`src/rtl/resv_pkg.sv`:
```
package resv_pkg;
  typedef enum logic [1:0] {
    OP_LOAD  = 2'd0,
    OP_LLOAD = 2'd1,
    OP_STORE = 2'd2,
    OP_SCOND = 2'd3
  } mon_op_e;

  localparam logic [1:0] RES_FAIL = 2'd0;
  localparam logic [1:0] RES_PASS = 2'd1;
  localparam logic [1:0] RES_UNC  = 2'd2;
endpackage

```
`src/rtl/resv_slot.sv`:
```
module resv_slot #(
  parameter int BLK_W = 28
) (
  input  logic             clk,
  input  logic             rst,
  input  logic             set_i,
  input  logic             clr_i,
  input  logic             snoop_i,
  input  logic [BLK_W-1:0] blk_i,
  output logic             valid_o,
  output logic             hit_o
);
  logic [BLK_W-1:0] blk_q;
  logic             valid_q;

  assign hit_o   = valid_q && (blk_q == blk_i);
  assign valid_o = valid_q;

  always_ff @(posedge clk) begin
    if (rst) begin
      valid_q <= 1'b0;
      blk_q   <= '0;
    end else if (clr_i || (snoop_i && hit_o)) begin
      valid_q <= 1'b0;
    end else if (set_i) begin
      valid_q <= 1'b1;
      blk_q   <= blk_i;
    end
  end

  AST_SET_TAKES: assert property (@(posedge clk) disable iff (rst)
    (set_i && !clr_i && !snoop_i) |=> valid_o);

  AST_SNOOP_KILLS: assert property (@(posedge clk) disable iff (rst)
    (snoop_i && hit_o) |=> !valid_o);
endmodule

```
`src/rtl/fail_tracker.sv`:
```
module fail_tracker #(
  parameter int WARN_PERIOD = 100000
) (
  input  logic clk,
  input  logic rst,
  input  logic fail_i,
  input  logic clear_i,
  output logic wrap_o
);
  localparam int PW = (WARN_PERIOD > 1) ? $clog2(WARN_PERIOD) : 1;
  localparam logic [PW-1:0] LAST = PW'(WARN_PERIOD - 1);

  logic [PW-1:0] phase_q;

  assign wrap_o = fail_i && (phase_q == LAST);

  always_ff @(posedge clk) begin
    if (rst || clear_i)   phase_q <= '0;
    else if (wrap_o)      phase_q <= '0;
    else if (fail_i)      phase_q <= phase_q + 1'b1;
  end

  AST_WRAP_RESTARTS: assert property (@(posedge clk) disable iff (rst)
    wrap_o |=> (phase_q == '0));
endmodule

```
`src/rtl/resv_monitor.sv`:
```
module resv_monitor #(
  parameter int NUM_CTX     = 4,
  parameter int ADDR_W      = 32,
  parameter int BLK_LSB     = 4,
  parameter int WARN_PERIOD = 100000,
  localparam int CTX_W      = (NUM_CTX > 1) ? $clog2(NUM_CTX) : 1
) (
  input  logic              clk,
  input  logic              rst,
  input  logic              req_valid,
  input  logic [CTX_W-1:0]  req_ctx,
  input  logic [1:0]        req_op,
  input  logic              req_unc,
  input  logic [ADDR_W-1:0] req_addr,
  output logic              rsp_valid,
  output logic [1:0]        rsp_result,
  output logic              mem_we,
  output logic [ADDR_W-1:0] mem_addr,
  output logic              warn_pulse,
  output logic [CTX_W-1:0]  warn_ctx
);
  import resv_pkg::*;

  localparam int BLK_W = ADDR_W - BLK_LSB;

  logic [BLK_W-1:0]   req_blk;
  logic               is_ll, is_st, is_sc, sc_unc, sc_pass, sc_fail, write_go;
  logic               own_valid, own_hit;
  logic [NUM_CTX-1:0] slot_valid, slot_hit, ctx_sel, wrap;
  logic [1:0]         result_d;

  assign req_blk = req_addr[ADDR_W-1:BLK_LSB];
  assign is_ll   = req_valid && (req_op == OP_LLOAD);
  assign is_st   = req_valid && (req_op == OP_STORE);
  assign is_sc   = req_valid && (req_op == OP_SCOND);
  assign sc_unc  = is_sc && req_unc;

  always_comb begin
    own_valid = 1'b0;
    own_hit   = 1'b0;
    for (int i = 0; i < NUM_CTX; i++) begin
      ctx_sel[i] = (req_ctx == CTX_W'(i));
      if (ctx_sel[i]) begin
        own_valid = slot_valid[i];
        own_hit   = slot_hit[i];
      end
    end
  end

  assign sc_pass  = is_sc && !req_unc && own_hit;
  assign sc_fail  = is_sc && !req_unc && !own_hit;
  assign write_go = is_st || sc_unc || sc_pass;

  always_comb begin
    if (!is_sc)      result_d = RES_FAIL;
    else if (req_unc) result_d = RES_UNC;
    else             result_d = own_valid ? RES_PASS : RES_FAIL;
  end

  for (genvar g = 0; g < NUM_CTX; g++) begin : g_ctx
    resv_slot #(.BLK_W(BLK_W)) u_slot (
      .clk    (clk),
      .rst    (rst),
      .set_i  (is_ll && ctx_sel[g]),
      .clr_i  (sc_fail && ctx_sel[g]),
      .snoop_i(write_go),
      .blk_i  (req_blk),
      .valid_o(slot_valid[g]),
      .hit_o  (slot_hit[g])
    );

    fail_tracker #(.WARN_PERIOD(WARN_PERIOD)) u_trk (
      .clk    (clk),
      .rst    (rst),
      .fail_i (sc_fail && ctx_sel[g]),
      .clear_i((sc_pass || sc_unc) && ctx_sel[g]),
      .wrap_o (wrap[g])
    );
  end

  always_ff @(posedge clk) begin
    if (rst) begin
      rsp_valid  <= 1'b0;
      rsp_result <= RES_FAIL;
      mem_we     <= 1'b0;
      mem_addr   <= '0;
      warn_pulse <= 1'b0;
      warn_ctx   <= '0;
    end else begin
      rsp_valid  <= req_valid;
      rsp_result <= result_d;
      mem_we     <= write_go;
      mem_addr   <= req_addr;
      warn_pulse <= |wrap;
      warn_ctx   <= req_ctx;
    end
  end

  AST_RSP_FOLLOWS_REQ: assert property (@(posedge clk) disable iff (rst)
    req_valid |=> rsp_valid);

  AST_WRITE_SOURCE: assert property (@(posedge clk) disable iff (rst)
    mem_we |-> $past(req_valid && req_op[1]));

  AST_BLOCKED_SC_NO_WRITE: assert property (@(posedge clk) disable iff (rst)
    (is_sc && !req_unc && !own_hit) |=> !mem_we);

  AST_UNC_CODE: assert property (@(posedge clk) disable iff (rst)
    (rsp_valid && rsp_result == RES_UNC) |-> $past(req_op == OP_SCOND && req_unc));

  AST_WARN_NO_WRITE: assert property (@(posedge clk) disable iff (rst)
    warn_pulse |-> (rsp_valid && !mem_we && rsp_result != RES_UNC));
endmodule

```
`config.mk`:
```
export PLATFORM = sky130hd
export DESIGN_NAME = resv_monitor
export DESIGN_NICKNAME = d
export VERILOG_FILES = /design/src/rtl/resv_pkg.sv /design/src/rtl/resv_slot.sv /design/src/rtl/fail_tracker.sv /design/src/rtl/resv_monitor.sv
export SDC_FILE = /design/constraint.sdc
export NUM_CORES = 1
export LEC_CHECK = 0
export ABC_CLOCK_PERIOD_IN_PS = 4430
export CAP_MARGIN = 20
export CORE_ASPECT_RATIO = 1.25
export CORE_MARGIN = 10
export CORE_UTILIZATION = 35
export DETAILED_ROUTE_END_ITERATION = 10
export SLEW_MARGIN = 0
export SYNTH_ARGS = -nofsm -noshare
export SYNTH_HDL_FRONTEND = slang
export SYNTH_SLANG_ARGS = --single-unit
```
`constraint.sdc`:
```
create_clock -name clk -period 4.43 [get_ports clk]
set_input_delay 0.443 -clock clk [delete_from_list [all_inputs] [get_ports clk]]
set_output_delay 0.443 -clock clk [all_outputs]
set_load 0.01 [all_outputs]
```
After elaboration in Yosys (flattened, before gate mapping):

Cells that the tools add are included.

* output and inout port bits: 39
* register bits: 223
* word-level logic and storage cells: 112
* input port bits: 40

* equal/unequal tests: 14
* bitwise gates (word level): 5
* reduce and logical (&&, ||, !) cells: 60
* add/subtract/negate cells: 4
* muxes and demuxes: 10

Operators with widths (number)
* == test 28 bit: 4
* adder 17 x 1 -> 17 bit (second input constant): 4
* == test 17 bit (second input constant): 4
* logical AND 1 bit: 31
* OR reduction 2 bit: 9
* logical OR 1 bit: 11
* 2-to-1 mux 1 bit: 9
* == test 2 bit (second input constant): 4
* AND reduction 2 bit: 4
* NOT 1 bit: 5
* == test 2 x 1 -> 1 bit (second input constant): 2
* OR reduction 4 bit: 1
* OR reduction 3 bit: 1
* zero test 1 bit: 2
* zero test 2 bit: 1
* 2-to-1 mux 2 bit: 1

Longest topological paths before layout:

Gate-level depths: netlist (run 1).

* depth in word-level cells: 12
* mapped depth: 11
* mapped depth without buffers: 8

By module:

Synthesis (run 1) repeated with hierarchy kept, for this count alone.

* cells, all modules: 1206
* area total of the unflattened synthesis: 11693.7 um2

Modules (own cells, without submodules)
* resv_slot: area each 1757.9 um2, instances 4, sequential area each 580.6 um2, cells each 180
* fail_tracker: area each 844.6 um2, instances 4, sequential area each 340.3 um2, cells each 93
* resv_monitor: area each 1283.7 um2, instances 1, sequential area each 780.7 um2, cells each 114

Least setup slack after synthesis (run 1):

OpenSTA, ideal clock, no wires.

* path kind: in2reg
* start: input port req_addr[24]
* end: register g_ctx[3].u_trk.phase_q[11]
* arrival: 2.852 ns
* cell stages on the path: 11
* data required time: 4.366 ns
* buffers on the path: 3
* setup time: 0.064 ns
* slack: 1.514 ns
* path through: buf_2 > xor2_1 > or4_4 > or4_4 > nor2_4 > nor3_2 > o2111a_1 > or3_1 > buf_6 > buf_6 > nor2_1

* word-level cells in the longest chain between the ends: 11
* elaborated cells on any way between the ends: 21
* those cells by class: eq/ne (4); mux (4); reduce/logical (13)

Ends and longest elaborated chain
* start, declared: line resv_monitor.sv:14 `input logic [ADDR_W-1:0] req_addr,`
* == test 28 bit: line resv_slot.sv:16 `assign hit_o = valid_q && (blk_q == blk_i);`
* logical AND 1 bit: line resv_slot.sv:16
* 2-to-1 mux 1 bit (3 in series): line resv_monitor.sv:43 `if (ctx_sel[i]) begin`
* 2-to-1 mux 1 bit *: line resv_monitor.sv:43
* logical AND 1 bit / zero test 1 bit (equally long branches): line resv_monitor.sv:50, resv_monitor.sv:51
* logical OR 1 bit / logical AND 1 bit (equally long branches): line resv_monitor.sv:76, resv_monitor.sv:51
* logical AND 1 bit (on tied branches): line resv_monitor.sv:76, resv_monitor.sv:75
* logical OR 1 bit / logical AND 1 bit (equally long branches): line fail_tracker.sv:18, fail_tracker.sv:15
* OR reduction 2 bit (no source line)
* end signal, assigned: line fail_tracker.sv:20 `else if (fail_i) phase_q <= phase_q + 1'b1;`
* end, declared: line fail_tracker.sv:13 `logic [PW-1:0] phase_q;`

Mark *: on every way between the ends. The rest lies on a longest branch, timed or not.
A chain may end at the register's enable or synchronous reset.

Worst setup path in the final report (run 1):

* start: input port req_addr[25]
* end: register g_ctx[3].u_trk.phase_q[13]

The elaborated chain is that of the path after synthesis.

==> results.txt, run 1 <==
At the end of routability-driven placement, the weighted congestion stood at 0.877. sky130_fd_sc_hd__dfxtp_1 takes more of the synthesized area than any other cell. From synthesis to final layout, the design area changed by 19.9%. Once the floorplan was initialized, standard cells occupied 35.4% of the core.

After synthesis the cells add up to 0.0100 sq mm. Number of synthesized flops with an enable pin: 0. Measured against its own limit, the worst slew margin works out to 46.1%. The first-iteration detailed-routing DRC count was 510; the final worst-path cycle share was 79.7%.

The total of hold buffers inserted after clock tree synthesis is 0. The count of final hold-check violations is 0, and the maximum number of pins on one net before global-route repair is 70. The most common cell in the synthesized netlist was sky130_fd_sc_hd__nand2_1.

The top flip-flop cell by instance count after synthesis was sky130_fd_sc_hd__dfxtp_1. For the total instance count after detailed placement, the log shows 1,607. The area share of the largest cell type after synthesis was 44.6%; the average cell area after synthesis was 8.14 sq um.

In this run, CTS created clock tree buffers numbering 24. Timing would allow up to 283 MHz. The worst hold path was traced through 2 stages.

Kind of end point of the critical path: a register. Summed over all layers, the routed wires come to 28,700 um. The tools report the count of placed standard cells in the final layout, fillers left out as 1,651.

The total of warnings raised by yosys is 0, and the synthesized flop and latch total is 223. The gate count after technology mapping was 1,230. Setup repair after global routing left no endpoint under its margin. In the routed layout, each cell is associated on average with a via count of 5.13. The tools report the final setup slack of the worst path as 0.899 ns. In the final design database the tool counted 1,323 nets.

The setup skew after layout was 0.0335 ns. Post-CTS timing repair inserted 0 buffers for setup. The global-route wire length before repair came out at 45,400 um. Of the synthesized area, sequential elements account for 44.6%.

Setup violations remaining at the end of the flow were counted as 0. For this design the top-level I/O count stands at 79. The run gives 20,500 um as the final HPWL from detailed placement. The tools report the number of buffers on the longest clock path as 3. STA classifies the critical path startpoint as an input port.

The number of slew-limit violations in the final report was 0; the via count of the first global-routing pass was 8,217. The residual DRC count was 0; the time the final worst path needs with I/O delays and setup was 3.53 ns. The number of levels the H-tree was split into came out at 1. Before CTS, the worst setup slack after placement is 0.389 ns. For the row count, the log shows 69. The tools report the total number of clock tree sinks as 223.

The total track usage was 15.7%; the final global-route overflow total was 0. The run gives 0.458 ns as the worst hold slack across all endpoints. The worst path required time came out at 4.86 ns. The worst register-to-register path begins at g_ctx[1].u_slot.blk_q[13]. After detailed placement, the total cell area comes to 0.0111 sq mm. The area of the placeable core was 0.0283 sq mm.

Clock tree synthesis selected as its root buffer the cell sky130_fd_sc_hd__clkbuf_16. Worst-case vdd ir drop: 0.000268 V. After clock tree synthesis, the repair step resized 0 gates.

For this design the ratio of total power to cell area is 380 mW/mm^2. Counting flops with an async set or reset pin after synthesis yields a share of 0%. The layout has 2,815 filler cells. The arrival time of the worst setup path is 3.96 ns, and the clock latency reported for the late side of the worst-skew pair is 0.54 ns. The endpoint identified for the worst register-to-register timing path is g_ctx[3].u_trk.phase_q[13]. The clock input transition at the sequential cells of the worst setup and hold paths was 0.06 ns; the number of vias after detailed routing was 8,462. The die boundary width came out at 171 um. The die is 209 um tall. Along the worst path, the maximum fanout reaches 17. TritonCTS built the clock tree. Total chip power: 4.57 mW.

The logs give 1 for the number of antenna violations at the first check in global routing and 0 ns for the total negative setup slack. The post-route netlist has 6.18% of its cells at a drive strength greater than 1. The number of input and output port buffers inserted is 78. The detail-routed net length per standard cell is 17.4 um.

By area the synthesized netlist is led by sky130_fd_sc_hd__dfxtp_1 (45%), sky130_fd_sc_hd__nand2_1 (9.7%), sky130_fd_sc_hd__xnor2_1 (7.7%). The run finished with clean final reports. The logs give 0 for the number of nets with antenna violations after routing and 0.0120 sq mm for the post-route cell area. By count the netlist is led by sky130_fd_sc_hd__nand2_1 (259), sky130_fd_sc_hd__dfxtp_1 (223), sky130_fd_sc_hd__a21oi_1 (126), sky130_fd_sc_hd__nor2_1 (106), sky130_fd_sc_hd__xnor2_1 (88).

The iteration count of the initial detailed-routing pass was 5. The leakage dissipation is 4.09 nW. The endpoint with the worst hold slack was mem_addr[3]. Counting distinct cell types in the post-synthesis netlist gives 55. The transition time of the tightest slew-check pin is 0.808 ns. The worst register-to-register path has a depth of 8. At the end of the flow the core is filled with cells to 42.4%.

The run gives 0.0358 sq mm as the die area. The worst hold path belongs to the class input port to register. The number of nets in the synthesized netlist is 1,274. The max-capacitance violation count is 0. The run gives 1.31 ns as the register-to-register path setup slack.

The startpoint identified for the worst hold timing path is req_addr[3]. The setup path with the least slack is of type input port to register.
[power breakdown]
group          internal [mW]  total, mW  switching, mW
registers               2.04       2.05         0.0149
clock network           1.34       2.18          0.845
logic                  0.134      0.337          0.203
[state kept, by name, indices dropped and copies added, names as in the netlist, 2 cells and up]
signal / cells
g_ctx.u_slot.blk_q: 112
g_ctx.u_trk.phase_q: 68
mem_addr: 32
g_ctx.u_slot.valid_o: 4
rsp_result: 2
warn_ctx: 2
[worst max path at each step]
stage                       from                    endpoint  slack [ns]  cells after the start
floorplan           req_addr[24]  g_ctx[3].u_trk.phase_q[11]        1.51                     11
global placement    req_addr[25]  g_ctx[3].u_trk.phase_q[13]        0.37                     10
detailed placement  req_addr[25]  g_ctx[3].u_trk.phase_q[13]        0.39                     10
CTS                 req_addr[25]  g_ctx[3].u_trk.phase_q[13]        0.92                     10
global route        req_addr[25]  g_ctx[3].u_trk.phase_q[13]        0.79                     10
finish              req_addr[25]  g_ctx[3].u_trk.phase_q[13]        0.90                     10
[routing by layer]
metal / track usage, % / vias to the layer above / wire, um / part of all wire, %
li1: - / 4185 / - / -
met1: 20.3 / 3985 / 12600 / 44
met2: 25.7 / 239 / 13400 / 47
met3: 2.58 / 53 / 1800 / 6.3
met4: 5.86 / 0 / 863 / 3.0
met5: 0 / - / 0 / 0
[critical path, cell delays in order]
cell,delay (ns)
sky130_fd_sc_hd__clkdlybuf4s50_1,0.77
sky130_fd_sc_hd__buf_4,0.22
sky130_fd_sc_hd__nor2b_1,0.04
sky130_fd_sc_hd__a2111o_1,0.33
sky130_fd_sc_hd__nor4_1,0.49
sky130_fd_sc_hd__and3_1,0.41
sky130_fd_sc_hd__a211oi_1,0.16
sky130_fd_sc_hd__o2111a_1,0.29
sky130_fd_sc_hd__or3_1,0.58
sky130_fd_sc_hd__a21oi_1,0.22
[layout make-up]
| cell class | count | area [sq um] | area share, % |
|---|---|---|---|
| multi-input cells | 912 | 5180 | 43.1 |
| flip-flops and latches | 223 | 4460 | 37.2 |
| repair buffers | 103 | 1010 | 8.38 |
| clock buffers | 29 | 649 | 5.41 |
| well taps | 355 | 444 | 3.70 |
| clock inverters | 13 | 206 | 1.72 |
| inverters | 15 | 56.3 | 0.469 |
| diodes | 1 | 2.50 | 0.0208 |
[kinds of logic (layout without fill, tap and decap cells)]
logic type / after synthesis / after routing / synth area share (%)
and+or+nand+nor: 588 / 588 / 28.1
DFF: 223 / 223 / 44.6
AOI/OAI and AO/OA: 160 / 160 / 8.81
xor gates and xnor gates: 155 / 155 / 13.6
buffers and inverters: 95 / 160 / 3.85
muxes: 5 / 5 / 0.625
adders and majority gates: 4 / 4 / 0.500
other: 0 / 1 / 0
[cell usage in the layout (no fill, tap or decap), types with 5 or more instances in the layout]
cell type / Yosys / final
sky130_fd_sc_hd__nand2_1: 259 / 259
sky130_fd_sc_hd__dfxtp_1: 223 / 223
sky130_fd_sc_hd__a21oi_1: 126 / 126
sky130_fd_sc_hd__nor2_1: 106 / 103
sky130_fd_sc_hd__xnor2_1: 88 / 88
sky130_fd_sc_hd__clkdlybuf4s50_1: 0 / 77
sky130_fd_sc_hd__xor2_1: 67 / 67
sky130_fd_sc_hd__nor2b_1: 43 / 43
sky130_fd_sc_hd__nand4_1: 41 / 41
sky130_fd_sc_hd__nand3_1: 29 / 29
sky130_fd_sc_hd__clkbuf_16: 0 / 24
sky130_fd_sc_hd__buf_4: 0 / 24
sky130_fd_sc_hd__nor4_1: 18 / 18
sky130_fd_sc_hd__or3_1: 17 / 17
sky130_fd_sc_hd__and3_1: 15 / 15
sky130_fd_sc_hd__inv_1: 15 / 15
sky130_fd_sc_hd__o21ai_0: 12 / 12
sky130_fd_sc_hd__nor3_1: 10 / 9
sky130_fd_sc_hd__and4_1: 6 / 6
sky130_fd_sc_hd__and2_1: 6 / 6
sky130_fd_sc_hd__nor4b_1: 6 / 6
sky130_fd_sc_hd__nor2_2: 2 / 5
sky130_fd_sc_hd__nand2b_1: 5 / 5
sky130_fd_sc_hd__or4_1: 5 / 5
sky130_fd_sc_hd__clkinv_2: 0 / 5
sky130_fd_sc_hd__bufinv_16: 0 / 5
(Power assumes the default switching activity.)
==> inputs of run 2 (changes only) <==
--- a/config.mk
+++ b/config.mk
@@ -5,7 +5,7 @@
 export SDC_FILE = /design/constraint.sdc
 export NUM_CORES = 1
 export LEC_CHECK = 0
-export ABC_CLOCK_PERIOD_IN_PS = 4430
+export ABC_CLOCK_PERIOD_IN_PS = 2900
 export CAP_MARGIN = 20
 export CORE_ASPECT_RATIO = 1.25
 export CORE_MARGIN = 10
==> constraint.sdc (replaced) <==
create_clock -name clk -period 2.9 [get_ports clk]
set_input_delay 0.29 -clock clk [delete_from_list [all_inputs] [get_ports clk]]
set_output_delay 0.29 -clock clk [all_outputs]
set_load 0.01 [all_outputs]
==> run 2 against run 1 <==
Against the previous run:
- combinational power grew 84%
- critical path depth grew 1
- sequential share of layout area shrank 2.0 points
- core utilization grew 2.4 points
- cell area grew 5.7%
- cell count grew 5.9%
==> results.txt, run 2 (same netlist as run 1, synthesis figures left out) <==
The fraction of final layout cells sized beyond drive strength 1 was 12.8% (was 6.18%). The total placed instance area is 0.0120 sq mm (was 0.0111 sq mm), and the switching power share of the total is 24.0% (was 23.3%). Number of vias after detailed routing: 8,775 (was 8,462). Largest registers: g_ctx.u_slot.blk_q x112, g_ctx.u_trk.phase_q x68, mem_addr x32 (unchanged).

The logs give 72 (was 70) for the maximum number of pins on one net before global-route repair and 3 (unchanged) for the number of buffers on the longest clock path. The total chip power is 6.50 mW (was 4.57 mW). Subtracting the final worst setup slack from the clock period gives 2.82 ns. The total of hold buffers inserted after clock tree synthesis is 0 (unchanged), and the final core utilization is 44.8% (was 42.4%). Worst path required time: 3.34 ns (was 4.86 ns). The area of all sequential standard cells was 0.00446 sq mm (unchanged). For the clock group share of total power, the log shows 42.2% (was 47.7%). The register bank with the most flops is g_ctx.u_slot.blk_q (unchanged).

The total setup violations reported at the end of the flow is 0 (unchanged). The logic depth of the worst register-to-register path was 10 (was 8). For the worst-case vdd ir drop, the log shows 0.000331 V (was 0.000268 V).

The tools report the first-iteration detailed-routing DRC count as 541 (was 510). The row count is 69 (unchanged). The run gives 2,817 (was 2,815) as the number of fillers in the final layout. The logs give 35.4% (unchanged) for the effective utilization at floorplan and 0.52 ns (was 0.54 ns) for the clock latency reported for the late side of the worst-skew pair.

The clock input transition at the sequential cells of the worst setup and hold paths was 0.06 ns (about the same); the worst setup slack after placement was -0.498 ns (was 0.389 ns). The die boundary width works out to 171 um (unchanged). The final setup slack of the worst path is 0.0764 ns (was 0.899 ns), and the final worst-path cycle share is 97.4%. Commonest non-fill, non-tap cell in the layout: sky130_fd_sc_hd__nand2_1 (unchanged). The run gives 21,100 um (was 20,500 um) as the final HPWL from detailed placement. The max-capacitance violation count is 0 (unchanged), and the final layout net count is 1,422 (was 1,323). The die area is 0.0358 sq mm (unchanged), and the internal power of the cells is 4.94 mW (was 3.51 mW). TritonCTS built the clock tree. The detail-routed net length per standard cell came out at 16.6 um (was 17.4 um). Number of cells traversed by the worst hold path: 3 (was 2).

The worst slew margin relative to its limit is 45.5% (was 46.1%), and the sequential group share of total power is 48.2% (was 44.9%). Final global-route overflow total: 0 (unchanged). For the number of levels the H-tree was split into, the log shows 1 (unchanged).

The number of nets with antenna violations after routing was 0 (unchanged); the number of input and output port buffers inserted was 78 (unchanged). The post-synthesis to final-layout area growth is 26.7% (was 19.9%). The number of vias per cell was 5.02 (was 5.13); the die height was 209 um (unchanged). Setup repair after global routing could not meet its margin everywhere. Transition time of the tightest slew-check pin: 0.817 ns (was 0.808 ns).

The class of the tightest hold or removal check was input port to register (unchanged). The run finished with clean final reports. For the maximum frequency from static timing analysis, the log shows 354 MHz.

For the total number of clock tree sinks, the log shows 223 (unchanged). Final routed wirelength across all metal layers: 29,100 um (was 28,700 um). The total power density per cell area is 512 mW/mm^2 (was 380 mW/mm^2), and the area of the placeable core is 0.0283 sq mm (unchanged). The tools report the cell chosen for the clock root as sky130_fd_sc_hd__clkbuf_16 (unchanged). The number of flip-flops under the largest register name was 112 (unchanged); the number of buffers inserted during clock tree synthesis was 23 (was 24). Setup skew after layout: 0.0169 ns (was 0.0335 ns). The logs give 45,800 um (was 45,400 um) for the global-route wire length before repair and 15.8% (was 15.7%) for the total track usage.

Critical setup path kind: input port to register (unchanged). For the final weighted congestion of routability-driven global placement, the log shows 0.955 (was 0.877). The top-level port count was 79 (unchanged); the post-route cell area was 0.0127 sq mm (was 0.0120 sq mm). The tools report the multi-input logic area as 0.00521 sq mm (was 0.00518 sq mm). For the iteration count of the initial detailed-routing pass, the log shows 5 (unchanged). The share of power burned in combinational logic is 9.5% (was 7.4%).

The run gives 0 (unchanged) as the count of final hold-check violations. Arrival time of the worst setup path: 3.26 ns (was 3.96 ns). The number of slew-limit violations in the final report came out at 0 (unchanged).

The antenna diode count came out at 0 (was 1). Most used cells in the layout excluding fill and tap cells: sky130_fd_sc_hd__nand2_1 (259), sky130_fd_sc_hd__dfxtp_1 (223), sky130_fd_sc_hd__a21oi_1 (126), sky130_fd_sc_hd__buf_4 (117), sky130_fd_sc_hd__nor2_1 (103) (was sky130_fd_sc_hd__nand2_1 (259), sky130_fd_sc_hd__dfxtp_1 (223), sky130_fd_sc_hd__a21oi_1 (126), sky130_fd_sc_hd__nor2_1 (103), sky130_fd_sc_hd__xnor2_1 (88)). The kind of end point of the critical path was a register (unchanged). Number of antenna violations at the first check in global routing: 0 (was 1). The logs give 4.54 nW (was 4.09 nW) for the leakage dissipation and 8,400 (was 8,217) for the via count of the first global-routing pass. Category of the worst setup path launch point: an input port (unchanged). The reported net switching power is 1.56 mW (was 1.06 mW), and the critical-path maximum fanout is 17 (unchanged).

The residual DRC count came out at 0 (unchanged).
[run 2: worst max-delay path: stages]
cell and delay, ns:
sky130_fd_sc_hd__clkdlybuf4s50_1 0.50, sky130_fd_sc_hd__xnor2_1 0.37, sky130_fd_sc_hd__nand4_1 0.14, sky130_fd_sc_hd__or4_1 0.53
sky130_fd_sc_hd__nor4_4 0.29, sky130_fd_sc_hd__buf_4 0.17, sky130_fd_sc_hd__o21ai_0 0.08, sky130_fd_sc_hd__and4_1 0.24
sky130_fd_sc_hd__or3_1 0.30, sky130_fd_sc_hd__buf_4 0.21, sky130_fd_sc_hd__a21oi_1 0.13
[run 2: layout make-up]
class | instances | share of cell area (%)
clock inverter | 9 | 0.404
inverter | 15 | 0.444
sequential | 223 | 35.2
clock buffer | 31 | 5.01
multi-input combinational | 912 | 41.0
tap | 355 | 3.50
timing repair buffer | 203 | 14.5
[run 2: per-stage QoR]
step / hold slack (ns) / instances / setup TNS, ns
after CTS: 0.308 / 1748 / 0
after detailed placement: 0.452 / 1708 / -25.13
final: 0.227 / 1748 / 0
after global routing: 0.278 / 1748 / -0.0162
after floorplan: 0.418 / 1230 / 0
after global placement: 0.448 / 1708 / -25.28
[run 2: repair_timing]
item,4_1_cts,5_1_grt
gates resized for setup,0,7
buffers inserted,0,0
endpoints found under the setup margin,0,28
[run 2: worst paths after layout]
kind	startpoint	endpoint	slack, ns
max	req_addr[31]	g_ctx[2].u_trk.phase_q[9]	0.08
min	req_addr[28]	g_ctx[3].u_slot.blk_q[24]	0.23
max reg2reg	g_ctx[2].u_slot.blk_q[27]	g_ctx[2].u_trk.phase_q[9]	0.08
min reg2reg	g_ctx[1].u_slot.blk_q[13]	g_ctx[1].u_slot.blk_q[13]	0.46
[run 2: per-layer routing]
layer  share of wire (%)  up-vias  GRT usage (%)
met5                   0        -              0
met3                 6.2       41           2.17
met2                  48      223           27.0
met1                  44     4115           20.4
met4                 2.0        0           4.18
li1                    -     4396              -
[run 2: power groups by stage]
stage | sequential (mW) | combinational (mW) | clock [mW]
after floorplan | 3.21 | 0.271 | 0
after global placement | 3.20 | 0.615 | 0
after detailed placement | 3.20 | 0.614 | 0
after CTS | 3.13 | 0.618 | 2.82
after global routing | 3.14 | 0.663 | 2.94
final | 3.13 | 0.619 | 2.74
